### src/rtl/dmairq_pkg.sv
package dmairq_pkg;
    localparam int NUM_CH    = 7;
    localparam int REG_W     = 32;
    localparam int LANES     = REG_W / 8;
    localparam int PEND_LSB  = 24;
    localparam int EN_LSB    = 16;
    localparam int MEN_BIT   = PEND_LSB - 1;
    localparam int MFLAG_BIT = PEND_LSB + NUM_CH;
    localparam int GAP       = PEND_LSB - EN_LSB;

    localparam logic [REG_W-1:0] LOW_MASK  = (REG_W'(1) << PEND_LSB) - REG_W'(1);
    localparam logic [REG_W-1:0] PEND_MASK = ((REG_W'(1) << NUM_CH) - REG_W'(1)) << PEND_LSB;
    localparam logic [REG_W-1:0] FLAG_MASK = REG_W'(1) << MFLAG_BIT;

    typedef struct packed {
        logic [REG_W-1:0] word;
    } state_t;
endpackage

### src/rtl/dmairq_lane_expand.sv
module dmairq_lane_expand #(
    parameter int LANES = 4
) (
    input  logic [LANES-1:0]   strb,
    output logic [LANES*8-1:0] bit_mask
);
    for (genvar i = 0; i < LANES; i++) begin : g_lane
        assign bit_mask[i*8 +: 8] = {8{strb[i]}};
    end
endmodule

### src/rtl/dmairq_cpu_merge.sv
module dmairq_cpu_merge
    import dmairq_pkg::*;
(
    input  logic [REG_W-1:0] cur,
    input  logic             wr_en,
    input  logic [REG_W-1:0] bit_mask,
    input  logic [REG_W-1:0] wr_data,
    output logic [REG_W-1:0] merged
);
    logic [REG_W-1:0] after_wr;

    always_comb begin
        if (wr_en) begin
            after_wr = (cur & (FLAG_MASK | ~bit_mask))
                     | (cur & ~wr_data & PEND_MASK & bit_mask)
                     | (wr_data & LOW_MASK & bit_mask);
            if (after_wr[MFLAG_BIT] && ((after_wr & PEND_MASK) == '0)) begin
                after_wr[MFLAG_BIT] = 1'b0;
            end
        end else begin
            after_wr = cur;
        end
        merged = after_wr;
    end
endmodule

### src/rtl/dmairq_event_eval.sv
module dmairq_event_eval
    import dmairq_pkg::*;
(
    input  logic [REG_W-1:0]  cur,
    input  logic [NUM_CH-1:0] done,
    output logic [REG_W-1:0]  next
);
    logic [REG_W-1:0]  with_set;
    logic [NUM_CH-1:0] live;

    always_comb begin
        with_set = cur | ({{(REG_W-NUM_CH){1'b0}}, done} << PEND_LSB);
        live     = with_set[PEND_LSB +: NUM_CH] & with_set[EN_LSB +: NUM_CH];
        if (done != '0) begin
            if (with_set[MEN_BIT] && (live != '0)) begin
                with_set[MFLAG_BIT] = 1'b1;
            end
            next = with_set & (LOW_MASK | (with_set << GAP));
        end else begin
            next = cur;
        end
    end
endmodule

### src/rtl/dmairq_ctrl.sv
module dmairq_ctrl
    import dmairq_pkg::*;
(
    input  logic                 clk,
    input  logic                 rst_n,
    input  logic [NUM_CH-1:0]    done_i,
    input  logic                 wr_en,
    input  logic [LANES-1:0]     wr_strb,
    input  logic [REG_W-1:0]     wr_data,
    output logic [REG_W-1:0]     rd_data,
    output logic                 irq
);
    state_t st_d, st_q;
    logic [REG_W-1:0] lane_bits;
    logic [REG_W-1:0] post_wr;
    logic [REG_W-1:0] post_evt;

    dmairq_lane_expand #(.LANES(LANES)) u_lanes (
        .strb     (wr_strb),
        .bit_mask (lane_bits)
    );

    dmairq_cpu_merge u_merge (
        .cur      (st_q.word),
        .wr_en    (wr_en),
        .bit_mask (lane_bits),
        .wr_data  (wr_data),
        .merged   (post_wr)
    );

    dmairq_event_eval u_eval (
        .cur  (post_wr),
        .done (done_i),
        .next (post_evt)
    );

    always_comb begin
        st_d      = st_q;
        st_d.word = post_evt;
    end

    always_ff @(posedge clk or negedge rst_n) begin
        if (!rst_n) begin
            st_q <= '0;
        end else begin
            st_q <= st_d;
        end
    end

    assign rd_data = st_q.word;
    assign irq     = st_q.word[MFLAG_BIT];
endmodule

### config.mk
export PLATFORM = sky130hd
export DESIGN_NAME = dmairq_ctrl
export DESIGN_NICKNAME = d
export VERILOG_FILES = /design/src/rtl/dmairq_pkg.sv /design/src/rtl/dmairq_lane_expand.sv /design/src/rtl/dmairq_cpu_merge.sv /design/src/rtl/dmairq_event_eval.sv /design/src/rtl/dmairq_ctrl.sv
export SDC_FILE = /design/constraint.sdc
export NUM_CORES = 1
export LEC_CHECK = 0
export CAP_MARGIN = 20
export CORE_MARGIN = 10
export CORE_UTILIZATION = 30
export DETAILED_ROUTE_END_ITERATION = 16
export DONT_BUFFER_PORTS = 1
export GPL_TIMING_DRIVEN = 0
export PLACE_DENSITY = 0.5
export SYNTH_ARGS = -nofsm -noshare
export SYNTH_HDL_FRONTEND = slang
export SYNTH_HIERARCHICAL = 1
export SYNTH_SLANG_ARGS = --single-unit
### constraint.sdc
create_clock -name clk -period 2.2 [get_ports clk]
set_input_delay 0.44 -clock clk [delete_from_list [all_inputs] [get_ports clk]]
set_output_delay 0.44 -clock clk [all_outputs]
set_load 0.02 [all_outputs]
==> results of run 1 <==
-- stage by stage --
step                setup slack [ps]  power, mW  util, %
finish                           669       1.75     34.7
global route                     562       1.86     34.7
CTS                              659       1.79     34.7
detailed placement               552       1.25     32.7
global placement                 555       1.25     32.7
floorplan                        683       1.18        -
-- routing by layer --
layer  global-route usage (%)  vias up  routed length [microns]
met5                        0        -                        0
met4                     2.57        0                       28
met3                     7.35        4                      837
met2                     13.7       61                     2010
met1                     10.1      558                     1790
li1                         -      599                        -
-- layout make-up --
type                            instances  area [sq um]
Fill cell                             668          4170
Sequential cell                        32           801
Multi-Input combinational cell         89           703
Buffer                                 59           454
Clock buffer                            7          96.3
Tap cell                               77          96.3
Inverter                                9          33.8
Timing Repair Buffer                    2          30.0
-- worst max-delay path by stage --
stage,from,endpoint,slack (ps),cells past startpoint
2_1_floorplan,done_i[4],rd_data[31],680,3
3_3_place_gp,done_i[4],rd_data[28],550,3
3_5_place_dp,done_i[4],rd_data[28],550,3
4_1_cts,rd_data[27],rd_data[31],660,5
5_1_grt,rd_data[27],rd_data[31],560,5
6_report,rd_data[27],rd_data[31],670,5
-- timing repair --
| item | in CTS | in global routing |
|---|---|---|
| hold endpoints to repair | 32 | 0 |
| setup endpoints to repair | 0 | 0 |
| hold buffers | 2 | 0 |
-- power groups by stage --
stage	Clock, mW	Combinational (mW)	Sequential (mW)
after floorplan	0	0.337	0.846
after global placement	0	0.367	0.880
after detailed placement	0	0.374	0.878
after CTS	0.524	0.392	0.870
after global routing	0.554	0.424	0.883
final	0.496	0.385	0.864
-- critical path, cell delays in order, from the launching register on --
cell and delay, ps:
dfrtp_1 470, a21boi_0 160, a41oi_1 230, inv_1 70, or3_1 370, a2bb2oi_1 150
==> impl_results.md, run 1 <==
* Hold wc startpoint: done_i[2]
* Commonest non-fill, non-tap cell in the layout: buf_4
* Crit path time final at 1530 ps
* Combinational power share at 22.1%
* Post-CTS Setup Bufs at 0
* Pwr/cell area at 788 nW/um^2
* Initial antenna violation count at 0
* Placed Cells incl. Taps at 266
* Per-cell routed wire length at 17.0 microns
* CTS buffer count at 5
* Final hold vios at 0
* Vias in the first global route at 1,334
* Hold Path Class: primary input to flop
* Post-Syn Nets at 235
* Hold slack final at 301 ps
* H-tree depth at 2
* Req. time, crit path at ~2400 ps
* Seq pwr share at 49.5%
* Reg-to-Reg End: rd_data[31]
* FMAX at 0.653 GHz
* CTS root buf: clkbuf_8
* Max reg flops at 32
* Pin count of the biggest net entering global routing at 33
* Hold endpoint: rd_data[26]
* Worst-Skew Late Latency at 270 ps
* Area after DPL at 2090 sq um
* Psw at 0.531 mW
* Detailed Route Iter0 Violations at 35
* RSZ-0062 raised after global routing: no
* Cell Rows at 29
* Input/output buffers at 0
* Initial Utilization at 31.2%
* Post-DP HPWL at 3.75 mm
* Yosys warnings at 6
* GR Util All Layers at 9.27%
* Clock share of power at between 20% and 30%
* Slew Viols, Final at 0
* Antenna Cells at 0
* Max Cap Viol at 0
* Post-route design area at 2210 sq um
* Post-Synthesis Cells at roughly 190
* Netlist Area Pre-Place at 1990 sq um
* DIE HEIGHT at approximately 100 microns
* Fin Setup TNS at 0 ps
* Most frequent cells in the layout: buf_4 (56), dfrtp_1 (32), nand2_1 (31), mux2_4 (22), inv_1 (9)
* CTS Sinks at 32
* Clock slew at reported path FFs at 70 ps
* Switching share of power at 30.4%
* Internal power at 1.21 mW
* Core area at 6390 sq um
* Post-DRT Antenna Nets at 0
* Peak supply drop at 275 uV
* Slew headroom at between 60 and 70%
* RD Place Congestion at 0.703
* Die Wd at 101 microns
* Startpoint types: flop
* Non-Filler Instances at 275
* Die ar. at 10,300 sq um
* CTS tree: built
* Syn-to-layout area delta at 11.2%
* Least-Margin Pin Slew at ~500 ps
* Avg Cell Area, Syn at about 11 sq um
* Leak at between 1 and 1.5 nW
* R2R depth at 5
* First-pass DRT Iterations at 4
* Crit path capture type: flop
* Final period util at 69.6%
* Setup-failing EPs final at 0
* Launching point of the worst reg2reg path: rd_data[27]
* Worst Hold Depth at 1
* Layout cell share with drive strength beyond 1 at a little under half
* Remaining Overflow, GRT at 0
* Critical Path Fanout Max at 3
* Final wirelength at roughly 4.7 mm
* Via count at 1,222
* Max clock buf depth at 2
* # DRC at 0
* CP Class: flop to flop
* Crit path DAT at 1730 ps
* Worst Skew at 1.87 ps
* Post-CTS sizing at 0
* Nets at about 240
* Vias/cell at 4.44
* Global-route wire length before repair at 7.32 mm
* Setup slack, reg-to-reg at between 600 and 700 ps
* Num ports at 79
* Status: completed
Power figures use the tool's default switching activity.
==> inputs of run 2 (changes only) <==
- ABC_AREA: default -> 1
- clock period: 2.2 -> 1.6 ns (I/O delays scaled with it)
==> impl_results.md, run 2 <==
* Status: completed
* GR Util All Layers at 9.61%
* Core area at 6490 sq um
* Setup-failing EPs final at 0
* Final wirelength at about 5 mm
* Critical Path Fanout Max at 3
* Max Cap Viol at 0
* Clock share of power at between 20% and 30%
* Final worst slack at 183 ps
* Seq pwr share at 51.8%
* Worst-Skew Late Latency at 280 ps
* Final hold vios at 0
* Place WS at 102 ps
* Startpoint types: flop
* Max reg flops at 32
* Max clock buf depth at 2
* Antenna Cells at 0
* Pin count of the biggest net entering global routing at 33
* Most frequent cells in the layout: buf_4 (56), nand2_1 (51), inv_1 (34), dfrtp_1 (32), mux2i_1 (24)
* Avg Cell Area, Syn at 8.57 sq um
* # DRC at 0
* Psw at just under 0.8 mW
* Clock slew at reported path FFs at 70 ps
* First-pass DRT Iterations at 4
* Vias/cell at 4.05
* Commonest non-fill, non-tap cell in the layout: buf_4
* CP Class: flop to flop
* Req. time, crit path at between 1500 and 2000 ps
* Crit path capture type: flop
* Die ar. at roughly 11,000 sq um
* Fill count at 681
* Peak supply drop at around 290 uV
* Initial Utilization at 31.4%
* Setup slack, reg-to-reg at 180 ps
* Combinational power share at 22.8%
* Post-Synthesis Cells at 238
* Slew Viols, Final at 0
* Met3 wire len at 531 microns
* Tot Pwr at between 2 and 2.5 mW
* Routed met1 length at 1.85 mm
* DR WL met2 at 2.41 mm
* FMAX at roughly 0.7 GHz
* RD Place Congestion at 0.735
* Worst Skew at 5.68 ps
* DIE HEIGHT at slightly above 100 microns
* Global-route wire length before repair at 7.47 mm
* Vias in the first global route at 1,339
* CTS Sinks at 32
* Cell Rows at 29
* Detailed Route Iter0 Violations at 27
* Top Layer Used: met4
* Syn-to-layout area delta at 9.99%
* Input/output buffers at 0
* Crit path time final at 1420 ps
* H-tree depth at 2
* Nets at 293
* Netlist Area Pre-Place at 2040 sq um
* Post-Syn Nets at 284
* Fin Setup TNS at 0 ps
* CTS root buf: clkbuf_8
* CTS tree: built
* Internal power at 1.52 mW
* Per-cell routed wire length at 15.1 microns
* Final period util at between 80% and 90%
* Remaining Overflow, GRT at 0
* Least-Margin Pin Slew at approximately 320 ps
* Via count at 1,313
* Post-CTS Setup Bufs at 0
* Post-DP HPWL at around 3.9 mm
* Die Wd at 102 microns
* Leak at 1.29 nW
* Post-DRT Antenna Nets at 0
* Num ports at 79
* Switching share of power at about 34%
* Hold Path Class: primary input to flop
* Initial antenna violation count at 0
* Pwr/cell area at 1030 nW/um^2
* Final core occ at 34.6%
* Layout cell share with drive strength beyond 1 at 31.6%
* RSZ-0062 raised after global routing: no
* Crit path DAT at 1590 ps
* Slew headroom at 78.4%
* Yosys warnings at 6
* CTS buffer count at 5
run 2: repair_timing:
| action | CTS | global route |
|---|---|---|
| gates resized for setup | 0 | 3 |
| hold buffers | 2 | 0 |
| endpoints found under the hold margin | 32 | 0 |
| setup endpoints to repair | 0 | 1 |
run 2: worst paths after layout:
path	from	endpoint	depth (start not counted)
worst max-delay path	rd_data[28]	rd_data[31]	8
worst min-delay path	wr_data[7]	rd_data[7]	3
worst max register to register	rd_data[28]	rd_data[31]	8
worst min register to register	rd_data[9]	rd_data[9]	3
max in group asynchronous	rst_n	rd_data[16]	2
min in group asynchronous	rst_n	rd_data[29]	2
run 2: critical path, stage by stage (launching register included):
cell     delay (ps)
dfrtp_1         470
nand2_1         120
o21ai_0         130
o21ai_1         220
nand2_1          90
nor2_1           90
nand2_1          60
nand2_1          60
a21oi_1          60
run 2: power by group through the flow:
stage                     Sequential, mW  Clock (mW)  Combinational (mW)
after detailed placement            1.22           0               0.506
after global routing                1.21       0.654               0.599
after floorplan                     1.17           0               0.440
final                               1.19       0.585               0.525
after global placement              1.21           0               0.498
after CTS                           1.20       0.628               0.535
run 2: per-stage QoR:
stage               cells  area (sq um)  hold WS, ps
floorplan             238          2040         24.4
global placement      315          2140         25.4
detailed placement    315          2140         25.8
CTS                   324          2240          230
global route          324          2240          236
finish                324          2240          246
run 2: cell type report:
cell class	count	area [sq um]	share of cell area [%]
buffer	60	474	21.1
clock buffer	6	72.6	3.23
clock inverter	1	5.00	0.223
inverter	35	133	5.91
multi-input combinational	111	633	28.2
sequential	32	801	35.7
tap	77	96.3	4.29
timing repair buffer	2	30.0	1.34
run 2: routing by layer:
metal  up-vias  GRT usage [%]
met3         5           4.79
met2        40           15.3
met4         0           4.23
li1        688              -
met5         -              0
met1       580           10.6
==> inputs of run 3 (changes only) <==
- ABC_AREA: 1 -> default
- CORE_UTILIZATION: 30 -> 28
- CTS_CLUSTER_DIAMETER: default -> 30
- PLACE_DENSITY: 0.5 -> 0.47
==> impl_results.md, run 3 (synthesized netlist as in run 1, its figures left out) <==
* # DRC at 0
* Pwr/cell area at 1140 nW/um^2
* Max clock buf depth at 2
* CTS tree: built
* Crit path time final at around 1400 ps
* Crit path capture type: flop
* Setup-failing EPs final at 0
* Non-Filler Instances at 295
* Final wirelength at 4.77 mm
* Commonest non-fill, non-tap cell in the layout: buf_4
* Slew headroom at 68.3%
* Final core occ at 33.1%
* Setup slack, reg-to-reg at 180 ps
* Cell Rows at 30
* R2R depth at 5
* Die Wd at between 100 and 150 microns
* Num ports at 79
* Final period util at 88.9%
* H-tree depth at 2
* Req. time, crit path at 1810 ps
* Pin count of the biggest net entering global routing at 33
* RD Place Congestion at 0.695
* First-pass DRT Iterations at 4
* Remaining Overflow, GRT at 0
* FMAX at 0.703 GHz
* Clock slew at reported path FFs at approximately 70 ps
* CTS root buf: clkbuf_8
* Peak supply drop at 317 uV
* Layout cell share with drive strength beyond 1 at 50.3%
* CTS buffer count at 5
* Vias/cell at 4.19
* Max reg flops at 32
* Placed Cells incl. Taps at between 200 and 300
* Antenna Cells at 0
* Via count at 1,235
* Final hold vios at 0
* Worst-Skew Late Latency at 280 ps
* Vias in the first global route at about 1,300
* Critical Path Start: rd_data[27]
* Least-Margin Pin Slew at 473 ps
* Crit path DAT at approximately 1600 ps
* Post-DRT Antenna Nets at 0
* Status: completed
* Slew Viols, Final at 0
* Detailed Route Iter0 Violations at 31
* CP endpoint: rd_data[31]
* DIE HEIGHT at about 100 microns
* Worst Skew at 5.30 ps
* Die ar. at 10,900 sq um
* Nets at 244
* Initial antenna violation count at 0
* Per-cell routed wire length at 16.2 microns
* RSZ-0062 raised after global routing: no
* Fill count at 718
* Global-route wire length before repair at 7.45 mm
* Fin Setup TNS at 0 ps
* Critical Path Fanout Max at 3
* CP Class: flop to flop
* Syn-to-layout area delta at 14.3%
* Input/output buffers at 0
* Startpoint types: flop
* Most frequent cells in the layout: buf_4 (56), nand2_1 (31), dfrtp_1 (26), mux2_4 (22), inv_1 (9)
* GR Util All Layers at about 8.6%
* Leak at 1.12 nW
* Core area at 6870 sq um
* Post-DP HPWL at 3.78 mm
* Hold Path Class: primary input to flop
* Initial Utilization at 29.0%
* CTS Sinks at 32
* Launching point of the worst reg2reg path: rd_data[27]
* Reg-to-Reg End: rd_data[31]
* Max Cap Viol at 0
-- run 3: worst min-delay path by stage --
| stage | cells after the start | to | slack [ps] | start |
|---|---|---|---|---|
| 2_1_floorplan | 0 | rd_data[0] | 20 | rst_n |
| 3_3_place_gp | 0 | rd_data[0] | 30 | rst_n |
| 3_5_place_dp | 0 | rd_data[0] | 30 | rst_n |
| 4_1_cts | 1 | rd_data[26] | 170 | done_i[2] |
| 5_1_grt | 1 | rd_data[28] | 180 | done_i[4] |
| 6_report | 1 | rd_data[26] | 180 | done_i[2] |
-- run 3: critical path, stage by stage, from the launching register on --
cell       delay (ps)
dfrtp_2           440
a21boi_0          120
a41oi_1           210
inv_1              80
or3_1             360
a2bb2oi_1         150
-- run 3: where the power goes --
part,leakage [nW],internal [mW],switching (mW)
combinational,0.679,0.358,0.174
sequential,0.374,0.933,0.261
clock,0.0645,0.550,0.319
total,1.12,1.84,0.754
-- run 3: cell type report --
| class | instances | area, sq um | share of cell area (%) |
|---|---|---|---|
| Buffer | 59 | 454 | 20.0 |
| Clock buffer | 7 | 96.3 | 4.23 |
| Clock inverter | 1 | 30.0 | 1.32 |
| Inverter | 9 | 33.8 | 1.48 |
| Multi-Input combinational cell | 89 | 703 | 30.9 |
| Sequential cell | 32 | 808 | 35.5 |
| Tap cell | 96 | 120 | 5.28 |
| Timing Repair Buffer | 2 | 30.0 | 1.32 |
-- run 3: stage by stage --
| step | worst slack (ps) | cell area, sq um | power [mW] | hold slack (ps) |
|---|---|---|---|---|
| 5_1_grt | 42.2 | 2280 | 2.74 | 176 |
| 2_1_floorplan | 203 | 1990 | 1.63 | 24.4 |
| 6_report | 177 | 2280 | 2.60 | 178 |
| 3_3_place_gp | 67.6 | 2110 | 1.72 | 25.9 |
| 3_5_place_dp | 82.7 | 2110 | 1.72 | 25.8 |
| 4_1_cts | 72.3 | 2270 | 2.65 | 167 |
-- run 3: layer usage --
layer | share of wire, % | up-vias | GRT usage, %
li1 | - | 601 | -
met1 | 40 | 570 | 9.74
met2 | 44 | 64 | 12.8
met3 | 17 | 0 | 5.89
met4 | 0 | 0 | 2.09
met5 | 0 | - | 0
-- run 3: repair_timing --
action | 4_1_cts | 5_1_grt
setup endpoints to repair | 0 | 1
resized for setup | 0 | 6
buffers inserted | 0 | 0
hold buffers | 2 | 0
hold endpoints to repair | 32 | 0
